==> src/rtl/pend_pkg.sv <==
package pend_pkg;
    localparam int unsigned WORD_W = 32;
    localparam logic [WORD_W-1:0] SW_MASK = 32'hFFFE_0000;

    typedef enum logic [1:0] {
        IDX_VIEW = 2'd0,
        IDX_CLR  = 2'd1,
        IDX_SET  = 2'd2,
        IDX_RSVD = 2'd3
    } reg_idx_e;

    function automatic int unsigned src_level(input int unsigned i);
        return (i % 15) + 1;
    endfunction
endpackage

==> src/rtl/pend_decode.sv <==
module pend_decode
    import pend_pkg::*;
#(
    parameter int unsigned NCPU  = 16,
    parameter int unsigned CPU_W = $clog2(NCPU)
) (
    input  logic             wen_i,
    input  logic [15:0]      addr_i,
    output logic [CPU_W-1:0] cpu_o,
    output reg_idx_e         idx_o,
    output logic [NCPU-1:0]  clr_sel_o,
    output logic [NCPU-1:0]  set_sel_o
);
    logic unused_addr;
    assign unused_addr = ^{addr_i[1:0], addr_i[11:4], addr_i[15:12]};

    assign cpu_o = addr_i[12 +: CPU_W];
    assign idx_o = reg_idx_e'(addr_i[3:2]);

    for (genvar c = 0; c < NCPU; c++) begin : g_sel
        assign clr_sel_o[c] = wen_i && (cpu_o == CPU_W'(c)) && (idx_o == IDX_CLR);
        assign set_sel_o[c] = wen_i && (cpu_o == CPU_W'(c)) && (idx_o == IDX_SET);
    end

    always_comb begin
        assert_one_window_R6: assert ($onehot0(clr_sel_o | set_sel_o));
        assert_no_view_write_R5: assert (!((idx_o == IDX_VIEW || idx_o == IDX_RSVD)
                                           && |(clr_sel_o | set_sel_o)));
    end
endmodule

==> src/rtl/pend_src.sv <==
module pend_src
    import pend_pkg::*;
#(
    parameter int unsigned NSRC = 8
) (
    input  logic              clk,
    input  logic              rst_n,
    input  logic [NSRC-1:0]   src_i,
    output logic [WORD_W-1:0] set_o,
    output logic [WORD_W-1:0] clr_o
);
    logic [NSRC-1:0] src_q;

    always_ff @(posedge clk or negedge rst_n) begin
        if (!rst_n) src_q <= '0;
        else        src_q <= src_i;
    end

    always_comb begin
        set_o = '0;
        clr_o = '0;
        for (int unsigned i = 0; i < NSRC; i++) begin
            if (src_i[i] && !src_q[i]) set_o[src_level(i)] = 1'b1;
            if (!src_i[i] && src_q[i]) clr_o[src_level(i)] = 1'b1;
        end
    end

    assert_edge_exclusive_R8: assert property (@(posedge clk) disable iff (!rst_n)
        (set_o & clr_o & ~{WORD_W{1'b0}}) == '0 || NSRC > 15);
endmodule

==> src/rtl/pend_word.sv <==
module pend_word
    import pend_pkg::*;
#(
    parameter int unsigned TMR_LEVEL = 14
) (
    input  logic              clk,
    input  logic              rst_n,
    input  logic              clr_i,
    input  logic              set_i,
    input  logic [WORD_W-1:0] wdata_i,
    input  logic [WORD_W-1:0] src_set_i,
    input  logic [WORD_W-1:0] src_clr_i,
    input  logic              tmr_i,
    output logic [WORD_W-1:0] word_o
);
    localparam logic [WORD_W-1:0] TMR_BIT = WORD_W'(1) << TMR_LEVEL;
    localparam logic [WORD_W-1:0] LOW_HW  = ~SW_MASK & ~TMR_BIT;

    logic [WORD_W-1:0] word_q, word_d;
    logic              live_q;

    // Applied in order: bus operation, request edge, timer level.
    always_comb begin
        word_d = word_q;
        if (clr_i) word_d = word_d & ~(wdata_i & SW_MASK);
        if (set_i) word_d = word_d |  (wdata_i & SW_MASK);
        word_d = (word_d & ~src_clr_i) | src_set_i;
        if (tmr_i) word_d = word_d | TMR_BIT;
        else       word_d = word_d & ~TMR_BIT;
    end

    always_ff @(posedge clk or negedge rst_n) begin
        if (!rst_n) begin
            word_q <= '0;
            live_q <= 1'b0;
        end else begin
            word_q <= word_d;
            live_q <= 1'b1;
        end
    end

    assign word_o = word_q;

    assert_timer_follow_R7: assert property (@(posedge clk) disable iff (!rst_n)
        live_q |-> (((word_q & TMR_BIT) != '0) == $past(tmr_i)));
    assert_clear_takes_R3: assert property (@(posedge clk) disable iff (!rst_n)
        (live_q && clr_i) |=> ((word_q & $past(wdata_i) & SW_MASK) == '0));
    assert_set_takes_R4: assert property (@(posedge clk) disable iff (!rst_n)
        (live_q && set_i) |=> ((word_q & $past(wdata_i) & SW_MASK) == ($past(wdata_i) & SW_MASK)));
    assert_low_bits_hw_only_R9: assert property (@(posedge clk) disable iff (!rst_n)
        (live_q && ((src_set_i | src_clr_i) & LOW_HW) == '0)
        |=> ((word_q & LOW_HW) == ($past(word_q) & LOW_HW)));
endmodule

==> src/rtl/pend_bank.sv <==
module pend_bank
    import pend_pkg::*;
#(
    parameter int unsigned NCPU      = 16,
    parameter int unsigned NSRC      = 8,
    parameter int unsigned TMR_LEVEL = 14,
    parameter int unsigned CPU_W     = $clog2(NCPU)
) (
    input  logic                   clk,
    input  logic                   rst_n,
    input  logic                   bus_wen,
    input  logic [15:0]            bus_addr,
    input  logic [31:0]            bus_wdata,
    output logic [31:0]            bus_rdata,
    input  logic [NCPU-1:0]        tmr_lvl,
    input  logic [NSRC-1:0]        src_lvl,
    input  logic [CPU_W-1:0]       tgt_cpu,
    output logic [NCPU*WORD_W-1:0] pend_flat
);
    logic [CPU_W-1:0]  sel_cpu;
    reg_idx_e          sel_idx;
    logic [NCPU-1:0]   clr_sel, set_sel;
    logic [WORD_W-1:0] edge_set, edge_clr;
    logic [WORD_W-1:0] words [NCPU];

    pend_decode #(.NCPU(NCPU), .CPU_W(CPU_W)) u_decode (
        .wen_i     (bus_wen),
        .addr_i    (bus_addr),
        .cpu_o     (sel_cpu),
        .idx_o     (sel_idx),
        .clr_sel_o (clr_sel),
        .set_sel_o (set_sel)
    );

    pend_src #(.NSRC(NSRC)) u_src (
        .clk   (clk),
        .rst_n (rst_n),
        .src_i (src_lvl),
        .set_o (edge_set),
        .clr_o (edge_clr)
    );

    for (genvar c = 0; c < NCPU; c++) begin : g_cpu
        logic hit;
        assign hit = (tgt_cpu == CPU_W'(c));
        pend_word #(.TMR_LEVEL(TMR_LEVEL)) u_word (
            .clk       (clk),
            .rst_n     (rst_n),
            .clr_i     (clr_sel[c]),
            .set_i     (set_sel[c]),
            .wdata_i   (bus_wdata),
            .src_set_i (hit ? edge_set : '0),
            .src_clr_i (hit ? edge_clr : '0),
            .tmr_i     (tmr_lvl[c]),
            .word_o    (words[c])
        );
        assign pend_flat[c*WORD_W +: WORD_W] = words[c];
    end

    always_comb begin
        bus_rdata = '0;
        if (sel_idx == IDX_VIEW) bus_rdata = words[sel_cpu];
    end

    always_comb begin
        assert_rsvd_reads_zero_R2: assert (sel_idx == IDX_VIEW || bus_rdata == '0);
    end
endmodule

==> config.mk <==
export PLATFORM = sky130hd
export DESIGN_NAME = pend_bank
export DESIGN_NICKNAME = d
export VERILOG_FILES = /design/src/rtl/pend_pkg.sv /design/src/rtl/pend_decode.sv /design/src/rtl/pend_src.sv /design/src/rtl/pend_word.sv /design/src/rtl/pend_bank.sv
export SDC_FILE = /design/constraint.sdc
export NUM_CORES = 1
export LEC_CHECK = 0
export ABC_AREA = 1
export BUFFER_PORTS_ARGS = -buffer_cell sky130_fd_sc_hd__buf_2
export CAP_MARGIN = 10
export CORE_AREA = 3 3 244 246
export DETAILED_ROUTE_END_ITERATION = 8
export DIE_AREA = 0 0 247 249
export PLACE_DENSITY_LB_ADDON = 0.15
export RECOVER_POWER = 100
export SLEW_MARGIN = 20
export SYNTH_ARGS = -nofsm -noshare
export SYNTH_HDL_FRONTEND = slang
export SYNTH_SLANG_ARGS = --single-unit
==> constraint.sdc <==
create_clock -name clk -period 2.69 [get_ports clk]
set_clock_uncertainty 0.15 [all_clocks]
set_input_delay 0.538 -clock clk [delete_from_list [all_inputs] [get_ports clk]]
set_output_delay 0.538 -clock clk [all_outputs]
set_load 0.02 [all_outputs]
==> run_summary.xml, run 1 <==
<?xml version="1.0" encoding="UTF-8"?>
<metrics>
  <group name="run_status">
    <metric name="status" unit="">complete, no violations</metric>
  </group>
  <group name="final_layout">
    <metric name="post_route_cells_drive_above_1_share" unit="">0.08617</metric>
    <metric name="num-fill-cells" unit="">6131</metric>
    <metric name="final_nets" unit="">3191</metric>
    <metric name="synthToLayoutAreaGrowth" unit="%">22.79</metric>
    <metric name="multiInputGateArea" unit="sq um">8600</metric>
    <metric name="final_cell_area" unit="sq um">24500</metric>
    <metric name="seq_area" unit="sq um">9809</metric>
  </group>
  <group name="yosys">
    <metric name="synthesis.area" unit="sq um">19950</metric>
    <metric name="share_of_yosys_cell_area_claimed_by_the_top_area_cell_type" unit="">0.4916</metric>
    <metric name="share_of_synthesized_area_occupied_by_flip_flops_and_latches" unit="">0.4916</metric>
    <metric name="ys_top_cells_by_area" unit="">sky130_fd_sc_hd__dfrtp_1, sky130_fd_sc_hd__nand2_1, sky130_fd_sc_hd__o21ai_0, sky130_fd_sc_hd__buf_4, sky130_fd_sc_hd__clkbuf_1</metric>
    <metric name="yosys_warnings" unit="">0</metric>
    <metric name="synthCells" unit="">2651</metric>
    <metric name="yosysUniqueCellTypes" unit="">21</metric>
    <metric name="flops_latches_synth" unit="">392</metric>
    <metric name="synthesis.area_per_instance" unit="sq um">7.527</metric>
    <metric name="synth_top_area_cell" unit="">sky130_fd_sc_hd__dfrtp_1</metric>
  </group>
  <group name="clock_tree">
    <metric name="h_tree_lvl_count" unit="">2</metric>
    <metric name="clk_pin_slew_worst_paths" unit="ns">0.06</metric>
    <metric name="number_of_buffers_created_by_cts" unit="">47</metric>
    <metric name="clock_tree.buffer_depth" unit="">3</metric>
    <metric name="clkSinkCount" unit="">392</metric>
    <metric name="cts.root.buffer_cell" unit="">sky130_fd_sc_hd__clkbuf_16</metric>
    <metric name="tritoncts" unit="">done</metric>
    <metric name="worst_skew_pair.late_latency" unit="ns">0.58</metric>
  </group>
  <group name="power">
    <metric name="clock_power_share" unit="">0.339</metric>
    <metric name="p_sw_frac" unit="">0.3695</metric>
    <metric name="net-switching-power" unit="W">0.007029</metric>
    <metric name="seq_power_share" unit="">0.408</metric>
    <metric name="pwr_cell_area" unit="nW/um^2">776.5</metric>
    <metric name="p_leak" unit="nW">11.85</metric>
    <metric name="internal_power" unit="W">0.01200</metric>
    <metric name="total_power" unit="W">0.01903</metric>
    <metric name="power.share.combinational" unit="">0.254</metric>
    <metric name="ir_drop" unit="mV">0.4381</metric>
  </group>
  <group name="global_route">
    <metric name="grt_antenna_before_repair" unit="">5</metric>
    <metric name="grt_max_degree" unit="">79</metric>
    <metric name="grt_first_pass_wirelength" unit="microns">123200</metric>
    <metric name="global_route.overflow_total" unit="">0</metric>
    <metric name="first_global_vias" unit="">19190</metric>
    <metric name="grt.total_usage" unit="">0.2652</metric>
  </group>
  <group name="worst_hold_path">
    <metric name="hold_path_startpoint" unit="">bus_addr[2]</metric>
    <metric name="min-delay-path-class" unit="">in -&gt; reg</metric>
    <metric name="min_path_cells" unit="">4</metric>
  </group>
  <group name="worst_setup_path">
    <metric name="critical_path_required" unit="ns">2.00</metric>
    <metric name="timing.reg2reg.setup_slack" unit="ns">1.18</metric>
    <metric name="timing.critical_path.fanout_max" unit="">22</metric>
    <metric name="worst-r2r-cell-count" unit="">3</metric>
    <metric name="arrival" unit="ns">1.97</metric>
    <metric name="reg2reg_to" unit="">g_cpu[14].u_word.word_o[4]</metric>
    <metric name="cp-end-kind" unit="">primary output</metric>
    <metric name="timing_worst_setup_path_type" unit="">in -&gt; out</metric>
    <metric name="timing.critical_path.from_type" unit="">primary input</metric>
    <metric name="worst_setup_path_startpoint" unit="">bus_addr[12]</metric>
    <metric name="regToRegStartpoint" unit="">u_src.src_q[3]</metric>
  </group>
  <group name="placement">
    <metric name="hpwlAfterDp" unit="microns">59720</metric>
    <metric name="port-buffer-count" unit="">459</metric>
    <metric name="globalplace.congestion" unit="">0.8991</metric>
    <metric name="placed_area" unit="sq um">22980</metric>
  </group>
  <group name="detailed_routing">
    <metric name="antenna_violating_nets_post_route" unit="">0</metric>
    <metric name="drtPass1Iterations" unit="">5</metric>
    <metric name="routed-via-count" unit="">19590</metric>
    <metric name="wl_per_cell" unit="microns">21.52</metric>
    <metric name="drcViolationCount" unit="">0</metric>
    <metric name="drt-total-wl" unit="microns">84180</metric>
    <metric name="via_per_inst" unit="">5.008</metric>
    <metric name="iter_0_drt_violations" unit="">1323</metric>
  </group>
  <group name="timing">
    <metric name="slew-limit-headroom" unit="">0.09057</metric>
    <metric name="report.final.setup_viol" unit="">0</metric>
    <metric name="min_period" unit="ns">2.662</metric>
    <metric name="max_clock_freq" unit="MHz">375.7</metric>
    <metric name="final.hold.worst_slack" unit="ns">0.2433</metric>
    <metric name="timing.setup.tns" unit="ns">0</metric>
    <metric name="fin_crit_sh" unit="">0.9895</metric>
    <metric name="drv_slew" unit="">0</metric>
    <metric name="hold_viol_final" unit="">0</metric>
    <metric name="timing_worst_slew_pin_value" unit="ns">1.364</metric>
  </group>
  <group name="die">
    <metric name="die_height" unit="microns">249</metric>
    <metric name="ios" unit="">623</metric>
    <metric name="core_area" unit="sq um">57590</metric>
    <metric name="effective_utilization_at_floorplan" unit="">0.3465</metric>
    <metric name="num_rows" unit="">88</metric>
    <metric name="chipWidth" unit="microns">247</metric>
    <metric name="die_area" unit="sq um">61500</metric>
  </group>
  <group name="job">
    <metric name="cap_viol_max_count" unit="">0</metric>
  </group>
</metrics>
## power by group through the flow
stage | logic (W) | registers [W] | clock network, W
3_5_place_dp | 0.00502 | 0.00782 | 0
5_1_grt | 0.00535 | 0.00788 | 0.00681
4_1_cts | 0.00510 | 0.00772 | 0.00657
6_report | 0.00482 | 0.00776 | 0.00644
2_1_floorplan | 0.00195 | 0.00874 | 0
3_3_place_gp | 0.00497 | 0.00779 | 0
## cells in the final DEF (no fill, tap or decap)
cell type and count:
sky130_fd_sc_hd__nor2_2 9, sky130_fd_sc_hd__nand2_1 1065, sky130_fd_sc_hd__clkinv_4 1, sky130_fd_sc_hd__inv_1 35, sky130_fd_sc_hd__bufbuf_16 1, sky130_fd_sc_hd__nor2_1 59, sky130_fd_sc_hd__diode_2 1, sky130_fd_sc_hd__inv_4 1
sky130_fd_sc_hd__nor2_4 3, sky130_fd_sc_hd__clkinv_1 1, sky130_fd_sc_hd__o21ai_0 726, sky130_fd_sc_hd__or2_1 2, sky130_fd_sc_hd__dfrtp_1 392, sky130_fd_sc_hd__clkinvlp_4 3, sky130_fd_sc_hd__buf_16 5, sky130_fd_sc_hd__clkbuf_1 415
sky130_fd_sc_hd__inv_2 2, sky130_fd_sc_hd__o21ai_1 10, sky130_fd_sc_hd__clkinv_16 1, sky130_fd_sc_hd__bufinv_16 4, sky130_fd_sc_hd__buf_12 22, sky130_fd_sc_hd__buf_4 77, sky130_fd_sc_hd__buf_8 1, sky130_fd_sc_hd__clkbuf_8 5
sky130_fd_sc_hd__inv_8 1, sky130_fd_sc_hd__nand2_2 1, sky130_fd_sc_hd__buf_6 8, sky130_fd_sc_hd__clkinv_2 7, sky130_fd_sc_hd__or2_2 6, sky130_fd_sc_hd__dlygate4sd3_1 25, sky130_fd_sc_hd__nand3_1 8, sky130_fd_sc_hd__clkbuf_2 16
sky130_fd_sc_hd__clkbuf_16 51, sky130_fd_sc_hd__buf_2 46, sky130_fd_sc_hd__conb_1 136
## per-stage QoR
stage	util	cells	setup WS, ns
6_report	0.4255	3911	0.02812
5_1_grt	0.4255	3910	-0.001797
4_1_cts	0.4324	3904	-0.01534
3_5_place_dp	0.3990	3794	-0.06019
3_3_place_gp	0.3990	3794	-0.1055
2_1_floorplan	-	2786	0.2838
## cell usage after synthesis
cell type and number:
sky130_fd_sc_hd__buf_1 8, sky130_fd_sc_hd__buf_2 25, sky130_fd_sc_hd__buf_4 149, sky130_fd_sc_hd__buf_6 11, sky130_fd_sc_hd__clkbuf_1 135, sky130_fd_sc_hd__clkbuf_2 1, sky130_fd_sc_hd__clkinv_1 1, sky130_fd_sc_hd__conb_1 1
sky130_fd_sc_hd__dfrtp_1 392, sky130_fd_sc_hd__inv_1 34, sky130_fd_sc_hd__inv_2 4, sky130_fd_sc_hd__inv_4 1, sky130_fd_sc_hd__nand2_1 1066, sky130_fd_sc_hd__nand3_1 5, sky130_fd_sc_hd__nand3_2 3, sky130_fd_sc_hd__nor2_1 68
sky130_fd_sc_hd__nor2_4 3, sky130_fd_sc_hd__o21ai_0 691, sky130_fd_sc_hd__o21ai_1 45, sky130_fd_sc_hd__or2_1 2, sky130_fd_sc_hd__or2_2 6
## cell type report
cell class | instances | share of cell area
clock buffers | 67 | 0.05484
flip-flops and latches | 392 | 0.4003
inverters | 40 | 0.007302
repair inverters | 1 | 0.0004596
clock inverters | 15 | 0.007609
diodes | 1 | 0.0001021
repair buffers | 605 | 0.1393
well taps | 765 | 0.03906
multi-input cells | 2025 | 0.3510
## critical path, stage by stage
cell	delay (ns)
sky130_fd_sc_hd__buf_16	0.14
sky130_fd_sc_hd__clkinv_16	0.10
sky130_fd_sc_hd__buf_8	0.15
sky130_fd_sc_hd__buf_12	0.17
sky130_fd_sc_hd__nand2_1	0.07
sky130_fd_sc_hd__nand2_1	0.06
sky130_fd_sc_hd__nand2_1	0.04
sky130_fd_sc_hd__nand2_1	0.06
sky130_fd_sc_hd__nand2_1	0.04
sky130_fd_sc_hd__nand2_1	0.09
sky130_fd_sc_hd__nor2_1	0.05
sky130_fd_sc_hd__nor2_1	0.21
sky130_fd_sc_hd__buf_2	0.22
## how the worst max path moves through the flow
| stage | endpoint | slack [ns] | cells past startpoint |
|---|---|---|---|
| finish | bus_rdata[3] | 0.03 | 13 |
| CTS | bus_rdata[30] | -0.02 | 12 |
| global placement | bus_rdata[3] | -0.11 | 13 |
| floorplan | bus_rdata[19] | 0.28 | 12 |
| global route | bus_rdata[6] | -0.002 | 13 |
| detailed placement | bus_rdata[3] | -0.06 | 13 |
## kinds of logic (layout without fill, tap and decap cells)
| logic type | Yosys count | after routing | synth area share |
|---|---|---|---|
| buf+inv | 369 | 728 | 0.1033 |
| other cells | 1 | 137 | 0.0001879 |
| flops | 392 | 392 | 0.4916 |
| simple gates | 1153 | 1153 | 0.2203 |
| compound gates | 736 | 736 | 0.1846 |
## repair_timing
| item | in CTS | in global routing |
|---|---|---|
| hold buffers | 25 | 0 |
| cloned | 3 | 3 |
| setup endpoints to repair | 11 | 24 |
| resized for setup | 11 | 35 |
| buffers inserted | 0 | 3 |
| hold endpoints to repair | 61 | 0 |
| pin swaps | 0 | 1 |
## metal layers
layer | up-vias | part of all wire | track usage
li1 | 9237 | - | -
met1 | 9439 | 0.39 | 0.3211
met2 | 764 | 0.49 | 0.4555
met3 | 140 | 0.089 | 0.07438
met4 | 6 | 0.032 | 0.08252
met5 | - | 0.00044 | 0
(Power assumes the default switching activity.)
==> run 2: changes to the inputs <==
Settings changed: CAP_MARGIN 10 to 20, CORE_AREA 3 3 244 246 to default, CORE_ASPECT_RATIO from default to 0.5, CORE_MARGIN from default to 3, CORE_UTILIZATION from default to 35, DIE_AREA 0 0 247 249 to default, PLACE_DENSITY_LB_ADDON 0.15 to 0.25.
==> run_summary.xml, run 2 (synthesis gave the netlist of run 1 again) <==
<?xml version="1.0" encoding="UTF-8"?>
<metrics>
  <group name="global_route">
    <metric name="grt_antenna_before_repair" unit="">6</metric>
    <metric name="grt_first_pass_wirelength" unit="microns">112500</metric>
    <metric name="grt.total_usage" unit="">0.2444</metric>
    <metric name="global_route.overflow_total" unit="">0</metric>
    <metric name="first_global_vias" unit="">18060</metric>
    <metric name="grt_max_degree" unit="">66</metric>
  </group>
  <group name="job">
    <metric name="cap_viol_max_count" unit="">1</metric>
  </group>
  <group name="worst_setup_path">
    <metric name="crit_path_cell_trace" unit="">buf_12 &gt; buf_16 &gt; buf_4 &gt; nand2_1 &gt; nand2_1 &gt; nand2_1 &gt; nand2_1 &gt; nand2_1 &gt; nand2_1 &gt; nor2_1 &gt; nor2_1 &gt; buf_2</metric>
    <metric name="cp_slowest_stage_delay" unit="ns">0.22</metric>
    <metric name="timing_worst_setup_path_type" unit="">in -&gt; out</metric>
    <metric name="timing.critical_path.fanout_max" unit="">11</metric>
    <metric name="worst_path_max_delay_cell" unit="">sky130_fd_sc_hd__buf_2</metric>
    <metric name="path_common_cell" unit="">sky130_fd_sc_hd__nand2_1</metric>
    <metric name="timing.reg2reg.setup_slack" unit="ns">1.27</metric>
    <metric name="timing.critical_path.from_type" unit="">primary input</metric>
    <metric name="cp-end-kind" unit="">primary output</metric>
    <metric name="critical_path_required" unit="ns">2.00</metric>
    <metric name="arrival" unit="ns">1.91</metric>
  </group>
  <group name="final_layout">
    <metric name="synthToLayoutAreaGrowth" unit="%">20.81</metric>
    <metric name="fraction_of_the_core_area_covered_by_cells_at_the_end_of_the_flow" unit="">0.4309</metric>
    <metric name="final_common_cell" unit="">sky130_fd_sc_hd__nand2_1</metric>
    <metric name="finish.cell_count_without_fillers" unit="">3875</metric>
    <metric name="post_route_cells_drive_above_1_share" unit="">0.07675</metric>
    <metric name="final_cell_area" unit="sq um">24110</metric>
    <metric name="layout.cells.most_common_list" unit="">sky130_fd_sc_hd__nand2_1, sky130_fd_sc_hd__o21ai_0, sky130_fd_sc_hd__clkbuf_1</metric>
    <metric name="final_nets" unit="">3163</metric>
  </group>
  <group name="detailed_routing">
    <metric name="routed-via-count" unit="">19420</metric>
    <metric name="drt-total-wl" unit="microns">77010</metric>
    <metric name="iter_0_drt_violations" unit="">1456</metric>
    <metric name="via_per_inst" unit="">5.012</metric>
    <metric name="drcViolationCount" unit="">0</metric>
    <metric name="drtPass1Iterations" unit="">5</metric>
    <metric name="antenna_violating_nets_post_route" unit="">0</metric>
    <metric name="wl_per_cell" unit="microns">19.87</metric>
  </group>
  <group name="clock_tree">
    <metric name="h_tree_lvl_count" unit="">2</metric>
    <metric name="cts.root.buffer_cell" unit="">sky130_fd_sc_hd__clkbuf_16</metric>
    <metric name="worst_skew_pair.late_latency" unit="ns">0.54</metric>
    <metric name="number_of_buffers_created_by_cts" unit="">40</metric>
    <metric name="tritoncts" unit="">done</metric>
    <metric name="clock_tree.buffer_depth" unit="">3</metric>
    <metric name="clkSinkCount" unit="">392</metric>
    <metric name="clk_pin_slew_worst_paths" unit="ns">0.06</metric>
  </group>
  <group name="timing">
    <metric name="drv_slew" unit="">60</metric>
    <metric name="final_setup_slack_of_the_worst_path" unit="ns">0.09151</metric>
    <metric name="max_clock_freq" unit="MHz">384.8</metric>
    <metric name="min_period" unit="ns">2.598</metric>
    <metric name="slew-limit-headroom" unit="">-0.1874</metric>
    <metric name="hold_viol_final" unit="">0</metric>
    <metric name="fin_crit_sh" unit="">0.9660</metric>
    <metric name="timing_worst_slew_pin_value" unit="ns">1.781</metric>
    <metric name="report.final.setup_viol" unit="">0</metric>
  </group>
  <group name="die">
    <metric name="effective_utilization_at_floorplan" unit="">0.3567</metric>
    <metric name="ios" unit="">623</metric>
    <metric name="chipWidth" unit="microns">343.7</metric>
    <metric name="num_rows" unit="">61</metric>
    <metric name="die_height" unit="microns">174.8</metric>
    <metric name="core_area" unit="sq um">55940</metric>
    <metric name="die_area" unit="sq um">60090</metric>
  </group>
  <group name="run_status">
    <metric name="violations" unit="">capacitance limit, slew limit</metric>
    <metric name="status" unit="">finished with violations</metric>
  </group>
  <group name="placement">
    <metric name="placed_area" unit="sq um">22780</metric>
    <metric name="hpwlAfterDp" unit="microns">53070</metric>
    <metric name="globalplace.congestion" unit="">0.8801</metric>
    <metric name="numPlacedInstances" unit="">3757</metric>
    <metric name="place_ws" unit="ns">0.02912</metric>
    <metric name="port-buffer-count" unit="">459</metric>
  </group>
  <group name="power">
    <metric name="ir_drop" unit="mV">0.4297</metric>
    <metric name="p_leak" unit="nW">11.66</metric>
    <metric name="pwr_cell_area" unit="nW/um^2">761.6</metric>
  </group>
  <group name="worst_hold_path">
    <metric name="min-delay-path-class" unit="">in -&gt; reg</metric>
  </group>
</metrics>
## run 2: changes by cell type in the layout (fill, tap and decap cells not counted), sizes merged
| cell | change |
|---|---|
| buf | -26 |
| bufbuf | -1 |
| bufinv | +1 |
| clkbuf | -2 |
| clkinvlp | -3 |
| diode | +4 |
## run 2: timing repair
item                                   4_1_cts  5_1_grt
setup buffers                                0       10
hold buffers                                25        0
endpoints found under the hold margin       74        0
resized for setup                            0       24
setup endpoints to repair                    0       14
## run 2: final timing paths
kind	startpoint	endpoint	cells after the start
max	bus_addr[12]	bus_rdata[23]	12
min	bus_wdata[30]	flip-flop	4
max reg2reg	u_src.src_q[5]	g_cpu[15].u_word.word_o[6]	3
min reg2reg	flip-flop	flip-flop	2
max in group asynchronous	rst_n	g_cpu[0].u_word.word_o[1]	3
min in group asynchronous	rst_n	async pin	2
## run 2: through the flow
step                power, W  setup TNS [ns]  hold WS (ns)
finish               0.01836               0        0.3668
detailed placement   0.01272               0        0.3662
CTS                  0.01868               0        0.3207
global route         0.01932        -0.03318        0.3856
floorplan            0.01070               0       0.09241
global placement     0.01264               0        0.3605
## run 2: cell type report
| cell class | count | area [sq um] |
|---|---|---|
| multi-input cells | 2025 | 8587 |
| clock buffers | 59 | 1164 |
| clock inverters | 13 | 193.9 |
| flip-flops and latches | 392 | 9809 |
| fillers | 5881 | 31840 |
| well taps | 756 | 945.9 |
| inverters | 40 | 165.2 |
| repair buffers | 584 | 3219 |
| repair inverters | 1 | 8.758 |
| diodes | 5 | 12.51 |
## run 2: per-layer routing
metal	part of all wire	up-vias	routed length (microns)	GRT usage
met5	0.00012	-	9	0
met4	0.058	2	4501	0.1233
met1	0.38	9319	29140	0.2885
met3	0.060	199	4649	0.03607
li1	-	9168	-	-
met2	0.50	734	38710	0.4338
## run 2: worst max-delay path, delay by kind of cell
family / cells / cell delay, ns
buffers and inverters: 4 / 0.71
and+or+nand+nor: 8 / 0.64
## run 2: power breakdown
part | leakage (nW) | internal [W] | switching, W | total (W)
sequential | 5.04 | 0.00685 | 0.000866 | 0.00772
clock | 0.671 | 0.00348 | 0.00245 | 0.00593
combinational | 5.95 | 0.00127 | 0.00344 | 0.00471
